===== config.mk =====
export PLATFORM = sky130hd
export DESIGN_NAME = burst_col_gen
export DESIGN_NICKNAME = d
export VERILOG_FILES = /design/src/rtl/burst_col_pkg.sv /design/src/rtl/burst_mode_decode.sv /design/src/rtl/burst_col_ctrl.sv /design/src/rtl/burst_col_dp.sv /design/src/rtl/burst_col_gen.sv
export SDC_FILE = /design/constraint.sdc
export NUM_CORES = 1
export LEC_CHECK = 0
export ABC_AREA = 1
export BUFFER_PORTS_ARGS = -buffer_cell sky130_fd_sc_hd__buf_2
export CORE_UTILIZATION = 55
export CTS_CLUSTER_DIAMETER = 100
export DETAILED_ROUTE_END_ITERATION = 10
export GPL_ROUTABILITY_DRIVEN = 0
export HOLD_SLACK_MARGIN = 0.15
export PLACE_DENSITY = 0.8
export SYNTH_ARGS = -nofsm -noshare
export SYNTH_HDL_FRONTEND = slang
export SYNTH_SLANG_ARGS = --single-unit

===== constraint.sdc =====
create_clock -name clk -period 5 [get_ports clk]
set_clock_uncertainty 0.15 [all_clocks]
set_input_delay 0.25 -clock clk [delete_from_list [all_inputs] [get_ports clk]]
set_output_delay 0.25 -clock clk [all_outputs]
set_load 0.005 [all_outputs]

===== src/rtl/burst_col_pkg.sv =====
package burst_col_pkg;

  // Field positions in the mode word; neighbours decode the same layout.
  localparam int LEN_LSB     = 0;
  localparam int LEN_W       = 3;
  localparam int TYPE_BIT    = 3;
  localparam int WSINGLE_BIT = 9;

  typedef enum logic [LEN_W-1:0] {
    LEN_ONE   = 3'b000,
    LEN_TWO   = 3'b001,
    LEN_FOUR  = 3'b010,
    LEN_EIGHT = 3'b011,
    LEN_PAGE  = 3'b111
  } lenCode_e;

  // Strobes from control to datapath.
  typedef struct packed {
    logic load;
    logic step;
  } dpCtl_t;

endpackage


===== src/rtl/burst_mode_decode.sv =====
module burst_mode_decode
  import burst_col_pkg::*;
#(
  parameter int COL_W  = 9,
  parameter int MODE_W = 12
) (
  input  logic [MODE_W-1:0] modeWord,
  input  logic              isWrite,
  output logic [COL_W-1:0]  lenMask,
  output logic              interleave,
  output logic              fullPage,
  output logic              cfgErr
);

  logic [LEN_W-1:0] code;
  logic             typeBit;
  logic             singleWr;
  logic [COL_W-1:0] progMask;
  logic             codeOk;
  logic             pageSel;

  always_comb begin
    code     = modeWord[LEN_LSB +: LEN_W];
    typeBit  = modeWord[TYPE_BIT];
    singleWr = isWrite & modeWord[WSINGLE_BIT];
    progMask = '0;
    codeOk   = 1'b0;
    pageSel  = 1'b0;
    case (code)
      LEN_ONE, LEN_TWO, LEN_FOUR, LEN_EIGHT: begin
        progMask = COL_W'((32'd1 << code) - 32'd1);
        codeOk   = 1'b1;
      end
      LEN_PAGE: begin
        if (!typeBit) begin
          progMask = '1;
          codeOk   = 1'b1;
          pageSel  = 1'b1;
        end
      end
      default: begin
        progMask = '0;
      end
    endcase
    lenMask    = singleWr ? '0 : progMask;
    fullPage   = pageSel & ~singleWr;
    interleave = typeBit & (lenMask != '0) & ~fullPage;
    cfgErr     = ~codeOk;
  end

endmodule


===== src/rtl/burst_col_ctrl.sv =====
module burst_col_ctrl
  import burst_col_pkg::*;
(
  input  logic   clk,
  input  logic   rstN,
  input  logic   startValid,
  input  logic   advance,
  input  logic   terminate,
  input  logic   atEnd,
  input  logic   decFullPage,
  input  logic   decErr,
  output dpCtl_t ctl,
  output logic   beatValid,
  output logic   lastBeat,
  output logic   cfgError
);

  logic active;
  logic pageR;
  logic errR;
  logic finish;

  always_comb begin
    lastBeat  = active & (terminate | (~pageR & atEnd));
    finish    = lastBeat & (advance | terminate);
    ctl.load  = startValid;
    ctl.step  = active & advance & ~lastBeat & ~startValid;
    beatValid = active;
    cfgError  = errR;
  end

  always_ff @(posedge clk) begin
    if (!rstN) begin
      active <= 1'b0;
      pageR  <= 1'b0;
      errR   <= 1'b0;
    end else if (startValid) begin
      active <= 1'b1;
      pageR  <= decFullPage;
      errR   <= decErr;
    end else if (finish) begin
      active <= 1'b0;
    end
  end

  assert_reset_idle_R1: assert property (@(posedge clk)
    !rstN |=> (!beatValid && !cfgError));

  assert_restart_R12: assert property (@(posedge clk) disable iff (!rstN)
    startValid |=> beatValid);

  assert_last_ends_R5: assert property (@(posedge clk) disable iff (!rstN)
    (beatValid && lastBeat && advance && !startValid) |=> !beatValid);

  assert_term_stops_R8: assert property (@(posedge clk) disable iff (!rstN)
    (beatValid && terminate && !startValid) |=> !beatValid);

  assert_page_runs_R7: assert property (@(posedge clk) disable iff (!rstN)
    (beatValid && pageR && !terminate && !startValid) |=> beatValid);

  assert_err_capture_R10: assert property (@(posedge clk) disable iff (!rstN)
    startValid |=> (cfgError == $past(decErr)));

endmodule


===== src/rtl/burst_col_dp.sv =====
module burst_col_dp
  import burst_col_pkg::*;
#(
  parameter int COL_W = 9
) (
  input  logic             clk,
  input  logic             rstN,
  input  dpCtl_t           ctl,
  input  logic [COL_W-1:0] startCol,
  input  logic [COL_W-1:0] decMask,
  input  logic             decIlv,
  output logic [COL_W-1:0] colAddr,
  output logic             atEnd
);

  logic [COL_W-1:0] baseCol;
  logic [COL_W-1:0] beatCnt;
  logic [COL_W-1:0] maskR;
  logic             ilvR;
  logic [COL_W-1:0] offset;

  always_comb begin
    offset  = ilvR ? (baseCol ^ beatCnt) : (baseCol + beatCnt);
    colAddr = (baseCol & ~maskR) | (offset & maskR);
    atEnd   = (beatCnt == maskR);
  end

  always_ff @(posedge clk) begin
    if (!rstN) begin
      baseCol <= '0;
      beatCnt <= '0;
      maskR   <= '0;
      ilvR    <= 1'b0;
    end else if (ctl.load) begin
      baseCol <= startCol;
      beatCnt <= '0;
      maskR   <= decMask;
      ilvR    <= decIlv;
    end else if (ctl.step) begin
      beatCnt <= beatCnt + 1'b1;
    end
  end

  assert_first_beat_R2: assert property (@(posedge clk) disable iff (!rstN)
    ctl.load |=> (colAddr == $past(startCol)));

  assert_seq_step_R3: assert property (@(posedge clk) disable iff (!rstN)
    (ctl.step && !ilvR) |=>
      (((colAddr - $past(colAddr)) & $past(maskR)) == COL_W'(1)));

  assert_ilv_step_R4: assert property (@(posedge clk) disable iff (!rstN)
    (ctl.step && ilvR) |=>
      ((colAddr ^ $past(colAddr)) ==
       (($past(beatCnt) ^ ($past(beatCnt) + 1'b1)) & $past(maskR))));

  assert_stall_R11: assert property (@(posedge clk) disable iff (!rstN)
    (!ctl.load && !ctl.step) |=> $stable(colAddr));

endmodule


===== src/rtl/burst_col_gen.sv =====
module burst_col_gen
  import burst_col_pkg::*;
#(
  parameter int COL_W  = 9,
  parameter int MODE_W = 12
) (
  input  logic              clk,
  input  logic              rstN,
  input  logic [MODE_W-1:0] modeWord,
  input  logic              startValid,
  input  logic              startIsWrite,
  input  logic [COL_W-1:0]  startCol,
  input  logic              advance,
  input  logic              terminate,
  output logic [COL_W-1:0]  colAddr,
  output logic              beatValid,
  output logic              lastBeat,
  output logic              cfgError
);

  logic [COL_W-1:0] decMask;
  logic             decIlv;
  logic             decFullPage;
  logic             decErr;
  logic             atEnd;
  dpCtl_t           ctl;

  burst_mode_decode #(.COL_W(COL_W), .MODE_W(MODE_W)) u_decode (
    .modeWord  (modeWord),
    .isWrite   (startIsWrite),
    .lenMask   (decMask),
    .interleave(decIlv),
    .fullPage  (decFullPage),
    .cfgErr    (decErr)
  );

  burst_col_ctrl u_ctrl (
    .clk        (clk),
    .rstN       (rstN),
    .startValid (startValid),
    .advance    (advance),
    .terminate  (terminate),
    .atEnd      (atEnd),
    .decFullPage(decFullPage),
    .decErr     (decErr),
    .ctl        (ctl),
    .beatValid  (beatValid),
    .lastBeat   (lastBeat),
    .cfgError   (cfgError)
  );

  burst_col_dp #(.COL_W(COL_W)) u_dp (
    .clk     (clk),
    .rstN    (rstN),
    .ctl     (ctl),
    .startCol(startCol),
    .decMask (decMask),
    .decIlv  (decIlv),
    .colAddr (colAddr),
    .atEnd   (atEnd)
  );

endmodule


# == Yosys cells after proc, flatten, opt, wreduce, memory -nomap -nowiden ==
# Cells that the tools add are included.
# classes
n_mux,9
add_sub_neg,3
n_reduce_logical,5
n_eq_ne,5
shifts,1
bitwise_logic,24
# op_table
cell,n
$mux W9,3
$and A9 B9 Y9,2
$pmux W9 S2,1
$and A1 B1 Y1,10
$add A9 B1 Y9 const B,1
$add A9 B9 Y9,1
$eq A9 B9 Y1,1
$not A9 Y9,1
$or A9 B9 Y9,1
$reduce_bool A9 Y1,1
$shl A1 B3 Y9 const A,1
$sub A9 B1 Y9 const B,1
$xor A9 B9 Y9,1
$not A1 Y1,7
$eq A3 B2 Y1 const B,2
$mux W1,4
$reduce_or A4 Y1,1
$eq A3 B1 Y1 const B,1
$eq A3 B3 Y1 const B,1
$logic_not A3 Y1,1
$or A1 B1 Y1,2
$pmux W1 S2,1
$reduce_bool A2 Y1,1
$reduce_or A2 Y1,1
# word_totals
ff_bits,31
input_bits,27
word_cells,54
out_inout_bits,12

# == Depth between registers and ports, before layout ==
# Gate-level depths: netlist (run 1).
# depth
ltp_word,7
depth_mapped,12
depth_no_buf,12

# == Modules after synthesis ==
# A second synthesis (run 1) with hierarchy kept.
# unflattened
hier_cells,298
area_unflattened_um2,1959.4
# modules_own_cells
module,area_per_inst_um2,n_inst,seq_area_each_um2,cells_per_inst
burst_col_dp,1635.3,1,560.5,240
burst_mode_decode,173.9,1,0.0,34
burst_col_ctrl,150.1,1,60.1,24

# == Worst setup path after synthesis (run 1) ==
# Ideal clock, no wire load.
# synth_path
path_kind,reg2out
start,reg u_dp.beatCnt[0]
end,out colAddr[8]
t_required_ns,4.600
path_slack_ns,2.971
stages_incl_launch_ff,13
t_arrival_ns,1.629
n_path_buf,0
cell_sequence,dfxtp_1 > ha_1 > inv_1 > fa_1 > o21ai_0 > nand2_1 > nand2_1 > nand2_1 > nand2_1 > nand2_1 > nand2_1 > nand2_1 > nand2_1
# synth_via
elab_chain_len,4
# synth_rtl
item,line_no,source
from (decl),burst_col_dp.sv:17,logic [COL_W-1:0] beatCnt;
from (signal assigned),burst_col_dp.sv:40,beatCnt <= beatCnt + 1'b1;
$add A9 B9 Y9,burst_col_dp.sv:23,offset = ilvR ? (baseCol ^ beatCnt) : (baseCol + beatCnt);
$mux W9,burst_col_dp.sv:23,
$and A9 B9 Y9,burst_col_dp.sv:24,colAddr = (baseCol & ~maskR) | (offset & maskR);
$or A9 B9 Y9,burst_col_dp.sv:24,
to (decl),burst_col_gen.sv:15,"output logic [COL_W-1:0] colAddr,"
# Every way passes these cells.

# == Final worst setup path (run 1) ==
# Ends and elaborated chain as after synthesis.

==> results of run 1 <==
[worst max-delay path by stage]
stage | startpoint | to | slack (ps) | cells after the start
2_1_floorplan | u_dp.beatCnt[0] | colAddr[8] | 2970 | 12
3_3_place_gp | u_dp.beatCnt[0] | colAddr[8] | 2620 | 13
3_5_place_dp | u_dp.beatCnt[0] | colAddr[8] | 2590 | 13
4_1_cts | u_dp.beatCnt[0] | colAddr[8] | 2190 | 13
5_1_grt | u_dp.beatCnt[0] | colAddr[8] | 1990 | 13
6_report | u_dp.beatCnt[0] | colAddr[8] | 2150 | 13
[sequential cells by signal, indices dropped and copies added (netlist names)]
signal	flops
u_ctrl.pageR	1
u_ctrl.beatValid	1
u_dp.maskR	9
u_dp.ilvR	1
u_dp.baseCol	9
u_dp.beatCnt	9
u_ctrl.cfgError	1
[worst max-delay path, delay by kind of cell, from the launching register on]
| family | cells | cell delay, ps |
|---|---|---|
| adder cells (fa/ha/maj) | 2 | 600 |
| AND/OR/NAND/NOR | 8 | 510 |
| flip-flops | 1 | 430 |
| buffers and inverters | 2 | 160 |
| AO/OA/AOI/OAI | 1 | 410 |
[cells in the final DEF, fill, tap and decap left out, drive strengths merged]
cell type	n
nor2	18
xnor2	1
a21oi	20
o21bai	2
inv	36
ha	9
fa	1
nand3b	1
clkinv	3
nor3	5
a21o	2
clkbuf	7
o22ai	2
nand2	95
nand3	24
dlygate4sd3	25
buf	31
nand4	12
xor2	7
o21ai	24
dfxtp	31
[routing by layer]
layer / up-vias / share of wire
met1: 953 / 0.45
met4: 0 / 0.0084
li1: 1092 / -
met3: 6 / 0.042
met5: - / 0
met2: 54 / 0.50
[area by class of cell]
type / instances / share of cell area
tap: 46 / 0.02358
multi-input combinational: 223 / 0.4772
inverter: 38 / 0.05843
clock inverter: 1 / 0.002050
clock buffer: 7 / 0.01845
timing repair buffer: 56 / 0.1661
sequential: 31 / 0.2542
[timing repair]
| item | in CTS | in global routing |
|---|---|---|
| hold endpoints to repair | 14 | 0 |
| setup buffers | 0 | 0 |
| hold buffers | 25 | 0 |
| gates resized for setup | 0 | 0 |
[through the flow]
| step | total power (W) | instance area, µm² | cells |
|---|---|---|---|
| 2_1_floorplan | 0.0003114 | 1972 | 299 |
| 3_3_place_gp | 0.0003323 | 2141 | 369 |
| 3_5_place_dp | 0.0003333 | 2141 | 369 |
| 4_1_cts | 0.0004863 | 2441 | 402 |
| 5_1_grt | 0.0005116 | 2441 | 402 |
| 6_report | 0.0004891 | 2441 | 402 |
[power groups by stage]
stage | clock network (W) | logic (W) | registers [W]
floorplan | 0 | 0.0000469 | 0.000264
global placement | 0 | 0.0000657 | 0.000267
detailed placement | 0 | 0.0000665 | 0.000267
CTS | 0.000144 | 0.0000808 | 0.000261
global route | 0.000157 | 0.0000926 | 0.000262
finish | 0.000145 | 0.0000831 | 0.000261
[kinds of logic after synthesis]
group | Yosys count
buf+inv | 45
compound gates | 50
flops | 31
simple gates | 155
fa+ha+maj | 10
xor+xnor | 8
[cell usage after synthesis]
cell	instances
sky130_fd_sc_hd__clkinv_1	2
sky130_fd_sc_hd__nand3_2	1
sky130_fd_sc_hd__o21bai_1	2
sky130_fd_sc_hd__xor2_1	7
sky130_fd_sc_hd__ha_1	9
sky130_fd_sc_hd__nand3_4	1
sky130_fd_sc_hd__nand2_1	94
sky130_fd_sc_hd__o21ai_1	1
sky130_fd_sc_hd__nor3_1	4
sky130_fd_sc_hd__nor2_4	1
sky130_fd_sc_hd__a21o_1	2
sky130_fd_sc_hd__buf_2	2
sky130_fd_sc_hd__dfxtp_1	31
sky130_fd_sc_hd__nand2_2	1
sky130_fd_sc_hd__clkbuf_1	2
sky130_fd_sc_hd__a21oi_1	20
sky130_fd_sc_hd__inv_1	35
sky130_fd_sc_hd__o21ai_0	22
sky130_fd_sc_hd__o21ai_2	1
sky130_fd_sc_hd__buf_1	1
sky130_fd_sc_hd__nand4_1	12
sky130_fd_sc_hd__fa_1	1
sky130_fd_sc_hd__buf_6	2
sky130_fd_sc_hd__xnor2_1	1
sky130_fd_sc_hd__inv_2	1
sky130_fd_sc_hd__nand3_1	22
sky130_fd_sc_hd__nand3b_1	1
sky130_fd_sc_hd__nor2_2	2
sky130_fd_sc_hd__nor2_1	15
sky130_fd_sc_hd__o22ai_1	2
sky130_fd_sc_hd__nor3_4	1
==> metrics.md, run 1 <==
| Metric | Value |
|---|---|
| Most area-consuming cells after synthesis | sky130_fd_sc_hd__dfxtp_1 31%, sky130_fd_sc_hd__nand2_1 18%, sky130_fd_sc_hd__inv_1 6.7% |
| Data arrival, critical path | 2450 ps |
| Post-route ant nets | 0 |
| Worst setup EP type | output port |
| Bufs on Longest Clock Path | 2 |
| Number of cell instances on the worst register-to-register path | 8 |
| End point of the worst hold path | u_dp.baseCol[6] |
| Clock latency reported for the late side of the worst-skew pair | 350 ps |
| Cell type with the highest aggregate area in the netlist | sky130_fd_sc_hd__dfxtp_1 |
| Post-Synth Adder-Cell Area | 0.06726 |
| Final antenna diode count | 0 |
| Count of input and output buffers | 31 |
| Worst R2R Start | u_dp.beatCnt[2] |
| Clock input transition at the sequential cells of the worst setup and hold paths | 110 ps |
| Compound-gate portion of the synthesized area | 0.1352 |
| Drc violations | 0 |
| Switching power of the nets | 0.0001427 W |
| Slowest stage cell on the critical path | sky130_fd_sc_hd__dfxtp_1 |
| Max Fanout on Critical Path | 5 |
| Final Hold Violating Endpoints | 0 |
| Die Y-Extent | 61.88 µm |
| Crit-path most repeated cell | sky130_fd_sc_hd__nand2_1 |
| Largest net degree at the start of global routing | 20 |
| Site row count | 21 |
| Final critical-path required period | 2845 ps |
| Mean post-synth cell area | 6.595 µm² |
| Syn-to-layout area delta | 23.79% |
| Combinational family with the most area after synthesis | simple AND/OR/NAND/NOR gates |
| Fill cells | 281 |
| GR Layer Usage met1 | 0.3485 |
| Average vias per placed instance | 5.236 |
| CTS root buf | sky130_fd_sc_hd__clkbuf_4 |
| Kind of start point of the critical path | flip-flop |
| Cell count after synthesis | 299 |
| Peak per-stage delay on the critical path | 430 ps |
| Worst Max-Slew Pin Slew | 453.0 ps |
| Post-synthesis xor/xnor area fraction | 0.03553 |
| Global-route usage over all layers | 0.2864 |
| Area occupied by registers | 620.6 µm² |
| First-pass GRT wire length | 7.983 mm |
| Final hold slack | 164.2 ps |
| RSZ-0062 raised after global routing | false |
| Combinational fraction of design power | 0.170 |
| GRT overflow | 0 |
| Run status | finished clean |
| Number of maximum-capacitance constraint violations | 0 |
| Tightest slew margin relative to the limit | 0.6948 |
| Via count of the first global-routing pass | 1,857 |
| Final #Nets | 392 |
| Ratio of cells with drive above 1 in the final layout | 0.1292 |
| Detailed placer's ending HPWL | 3.338 mm |
| Worst-case setup margin in the final layout | 2155 ps |
| Overall die area | 0.003829 mm² |
| Area occupied by multi-input gates | 0.001165 mm² |
| Cells along the critical path | ha_1, inv_1, fa_1, o21ai_0, nand2_1, nand2_1, nand2_1, nand2_1, nand2_1, nand2_1, nand2_1, nand2_1, buf_2 |
| Iteration count of the initial detailed-routing pass | 4 |
| CTS tree | done |
| 1st-iter DRT viols | 145 |
| Vias after detailed routing | 2,105 |
| Worst endpoint required time | 4600 ps |
| Peak supply drop | 0.1326 mV |
| Share of total power in sequential cells | 0.534 |
| Capture point of the worst reg-to-reg path | u_ctrl.beatValid |
| Detailed Route WL | 4.988 mm |
| Pins Over Slew Limit | 0 |
| Num ports | 39 |
| Part of the cycle the worst path needs | 0.5691 |
| Netlist area before placement | 0.001972 mm² |
| Average wire per cell in the routed design | 12.41 µm |
| Share of cell area taken by muxes after synthesis | 0 |
| Power per cell area | 200.3 mW/mm² |
| Sinks on the clock net | 31 |
| Synthesis Warnings | 0 |
| Worst setup timing slack at the placement stage | 2587 ps |
| Leakage power total | 1.139 nW |
| Sequential fraction of the synthesis area | 0.3147 |
| Beginning of the worst hold path | rstN |
| Number of synthesized register bits | 31 |
| Area fraction in and, or, nand and nor cells after synthesis | 0.3528 |
| Die X-Extent | 61.88 µm |
| Reg-to-reg setup timing slack | 2710 ps |
| Initial Utilization | 0.5818 |
| Path category of the worst min-delay check | primary input to flip-flop |
| Num CTS Buffers | 5 |
| Initial antenna violation count | 0 |
| Core ar. | 0.003390 mm² |
| Post-synth net total | 336 |
| Clock network fraction of total power | 0.296 |
| Internal Pwr Total | 0.0003464 W |
| Achievable frequency | 351.5 MHz |
| GR met3 Demand/Resource | 0.05797 |
| Fraction of synthesized cell area taken by the top area cell type | 0.3147 |
| Number of unique standard cell types used by synthesis | 31 |
| Core occupancy in the finished layout | 0.7202 |
| Number of levels the H-tree was split into | 2 |
| Worst setup path category | flip-flop to output port |
| Number of stages on the worst hold path | 3 |
| Aggregate negative setup slack | 0 ps |
| Number of failing setup endpoints in the final timing report | 0 |
| Met2 track utilization from global routing | 0.5161 |
| Switching part of the total power | 0.2917 |
| Most used routing layer in global routing | met2 |
No activity file was read; power rests on OpenSTA's default activity.
==> inputs of run 2 (changes only) <==
Clock period 5 ns to 2.88 ns, I/O delays scaled along.
==> metrics.md, run 2 (same netlist as run 1, synthesis figures left out) <==
| Metric | Value |
|---|---|
| Largest net degree at the start of global routing | 20 (unchanged) |
| Max Fanout on Critical Path | 5 (unchanged) |
| Via count of the first global-routing pass | 1,999 (was 1,857) |
| Achievable frequency | 354.2 MHz |
| Detailed placer's ending HPWL | 3.386 mm (was 3.338 mm) |
| Data arrival, critical path | 2950 ps (was 2450 ps) |
| Run status | finished clean (unchanged) |
| Part of the cycle the worst path needs | 0.9802 |
| Registers with the most flip-flops | u_dp.baseCol x9, u_dp.beatCnt x9, u_dp.maskR x9 (unchanged) |
| Number of failing setup endpoints in the final timing report | 0 (unchanged) |
| Average vias per placed instance | 5.330 (was 5.236) |
| Detailed Route WL | 5.549 mm (was 4.988 mm) |
| Core ar. | 0.003390 mm² (unchanged) |
| Number of maximum-capacitance constraint violations | 0 (unchanged) |
| CTS tree | done (unchanged) |
| Overall die area | 0.003829 mm² (unchanged) |
| Worst setup path category | primary input to flip-flop (was flip-flop to output port) |
| Vias after detailed routing | 2,196 (was 2,105) |
| Ratio of cells with drive above 1 in the final layout | 0.1311 (was 0.1292) |
| Final critical-path required period | 2823 ps |
| Syn-to-layout area delta | 29.06% (was 23.79%) |
| 1st-iter DRT viols | 135 (was 145) |
| Num ports | 39 (unchanged) |
| Power per cell area | 340.1 mW/mm² (was 200.3 mW/mm²) |
| First-pass GRT wire length | 8.804 mm (was 7.983 mm) |
| Pins Over Slew Limit | 0 (unchanged) |
| Number of levels the H-tree was split into | 2 (unchanged) |
| Leading cell type in the layout, fill and taps excluded | sky130_fd_sc_hd__nand2_1 (unchanged) |
| CTS root buf | sky130_fd_sc_hd__clkbuf_4 (unchanged) |
| Final antenna diode count | 0 (unchanged) |
| Aggregate negative setup slack | 0 ps (unchanged) |
| Initial antenna violation count | 0 (unchanged) |
| Path category of the worst min-delay check | primary input to flip-flop (unchanged) |
| Final Hold Violating Endpoints | 0 (unchanged) |
| Clock input transition at the sequential cells of the worst setup and hold paths | 100 ps (was 110 ps) |
| Worst Max-Slew Pin Slew | 440.4 ps (was 453.0 ps) |
| Initial Utilization | 0.5818 (unchanged) |
| Global-route usage over all layers | 0.3229 (was 0.2864) |
| GRT overflow | 0 (unchanged) |
| Bufs on Longest Clock Path | 2 (unchanged) |
| Die X-Extent | 61.88 µm (unchanged) |
| Sinks on the clock net | 31 (unchanged) |
| Post-route ant nets | 0 (unchanged) |
| Die Y-Extent | 61.88 µm (unchanged) |
| Tightest slew margin relative to the limit | 0.7055 (was 0.6948) |
| Worst endpoint required time | 3010 ps (was 4600 ps) |
| Leakage power total | 1.173 nW (was 1.139 nW) |
| Clock latency reported for the late side of the worst-skew pair | 340 ps (was 350 ps) |
| Worst setup EP type | flip-flop (was output port) |
| Site row count | 21 (unchanged) |
| Num CTS Buffers | 5 (unchanged) |
| Highest-count cells in the layout ignoring fill and taps | 93 x sky130_fd_sc_hd__nand2_1, 35 x sky130_fd_sc_hd__inv_1, 35 x sky130_fd_sc_hd__dlygate4sd3_1, 31 x sky130_fd_sc_hd__buf_2, 30 x sky130_fd_sc_hd__dfxtp_1 (was 94 x sky130_fd_sc_hd__nand2_1, 35 x sky130_fd_sc_hd__inv_1, 31 x sky130_fd_sc_hd__buf_2, 31 x sky130_fd_sc_hd__dfxtp_1, 25 x sky130_fd_sc_hd__dlygate4sd3_1) |
| Setup bufs post-CTS | 0 (unchanged) |
| Count of input and output buffers | 31 (unchanged) |
| Kind of start point of the critical path | primary input (was flip-flop) |
| Average wire per cell in the routed design | 13.47 µm (was 12.41 µm) |
| Peak supply drop | 0.2593 mV (was 0.1326 mV) |
| Drc violations | 0 (unchanged) |
| Final #Nets | 402 (was 392) |
| Total power of the final layout | 0.0008656 W (was 0.0004891 W) |
| RSZ-0062 raised after global routing | false (unchanged) |
| Iteration count of the initial detailed-routing pass | 6 (was 4) |
==> run 2: path summary, 6_finish.rpt <==
path | from | endpoint | slack, ps | cells after the start
worst max-delay path | modeWord[9] | u_dp.maskR[0] | 60 | 8
worst max register to register | u_dp.beatCnt[5] | u_ctrl.beatValid | 190 | 11
worst min-delay path | advance | u_dp.beatCnt[7] | 150 | 5
worst min register to register | u_ctrl.pageR | u_ctrl.pageR | 320 | 2
==> run 2: cell type report <==
class | instances | area (µm²)
multi-input cells | 223 | 1167
fillers | 254 | 844.6
flip-flops and latches | 31 | 621.8
repair buffers | 66 | 505.5
inverters | 38 | 142.6
well taps | 46 | 57.56
clock buffers | 7 | 45.04
clock inverters | 1 | 5.005
==> run 2: worst max-delay path, stage by stage <==
cell and delay, ps:
sky130_fd_sc_hd__dlygate4sd3_1 560, sky130_fd_sc_hd__buf_2 150, sky130_fd_sc_hd__nand2_2 100, sky130_fd_sc_hd__dlygate4sd3_1 560
sky130_fd_sc_hd__nand3_1 80, sky130_fd_sc_hd__dlygate4sd3_1 580, sky130_fd_sc_hd__o21ai_0 200, sky130_fd_sc_hd__dlygate4sd3_1 580
==> run 2: per-stage QoR <==
| step | cells | cell area (µm²) | utilization | hold WS (ps) | setup WS, ps |
|---|---|---|---|---|---|
| global route | 412 | 2545 | 0.7508 | 165.4 | 7.442 |
| global placement | 369 | 2141 | 0.6316 | 215.0 | 612.3 |
| CTS | 412 | 2541 | 0.7497 | 151.0 | 91.42 |
| detailed placement | 369 | 2141 | 0.6316 | 221.1 | 565.3 |
| floorplan | 299 | 1972 | - | 132.2 | 956.8 |
| finish | 412 | 2545 | 0.7508 | 153.7 | 57.11 |
==> run 2: report_power, final <==
part	leakage (nW)	switching (W)	internal, W	total (W)
combinational	0.891	0.0000864	0.0000729	0.000159
sequential	0.253	0.0000117	0.000442	0.000454
clock	0.0293	0.000157	0.0000951	0.000252
==> run 2: what timing repair did <==
item,in CTS,in global routing
endpoints found under the setup margin,0,4
endpoints found under the hold margin,24,0
hold buffers,35,0
resized for setup,0,3
==> run 2: metal layers <==
metal | routed length [µm] | GRT usage | part of all wire | vias up
met5 | 0 | 0 | 0 | -
met4 | 183 | 0.1397 | 0.033 | 0
met3 | 339 | 0.07453 | 0.061 | 24
met2 | 2717 | 0.5745 | 0.49 | 90
met1 | 2309 | 0.3693 | 0.42 | 972
li1 | - | - | - | 1110
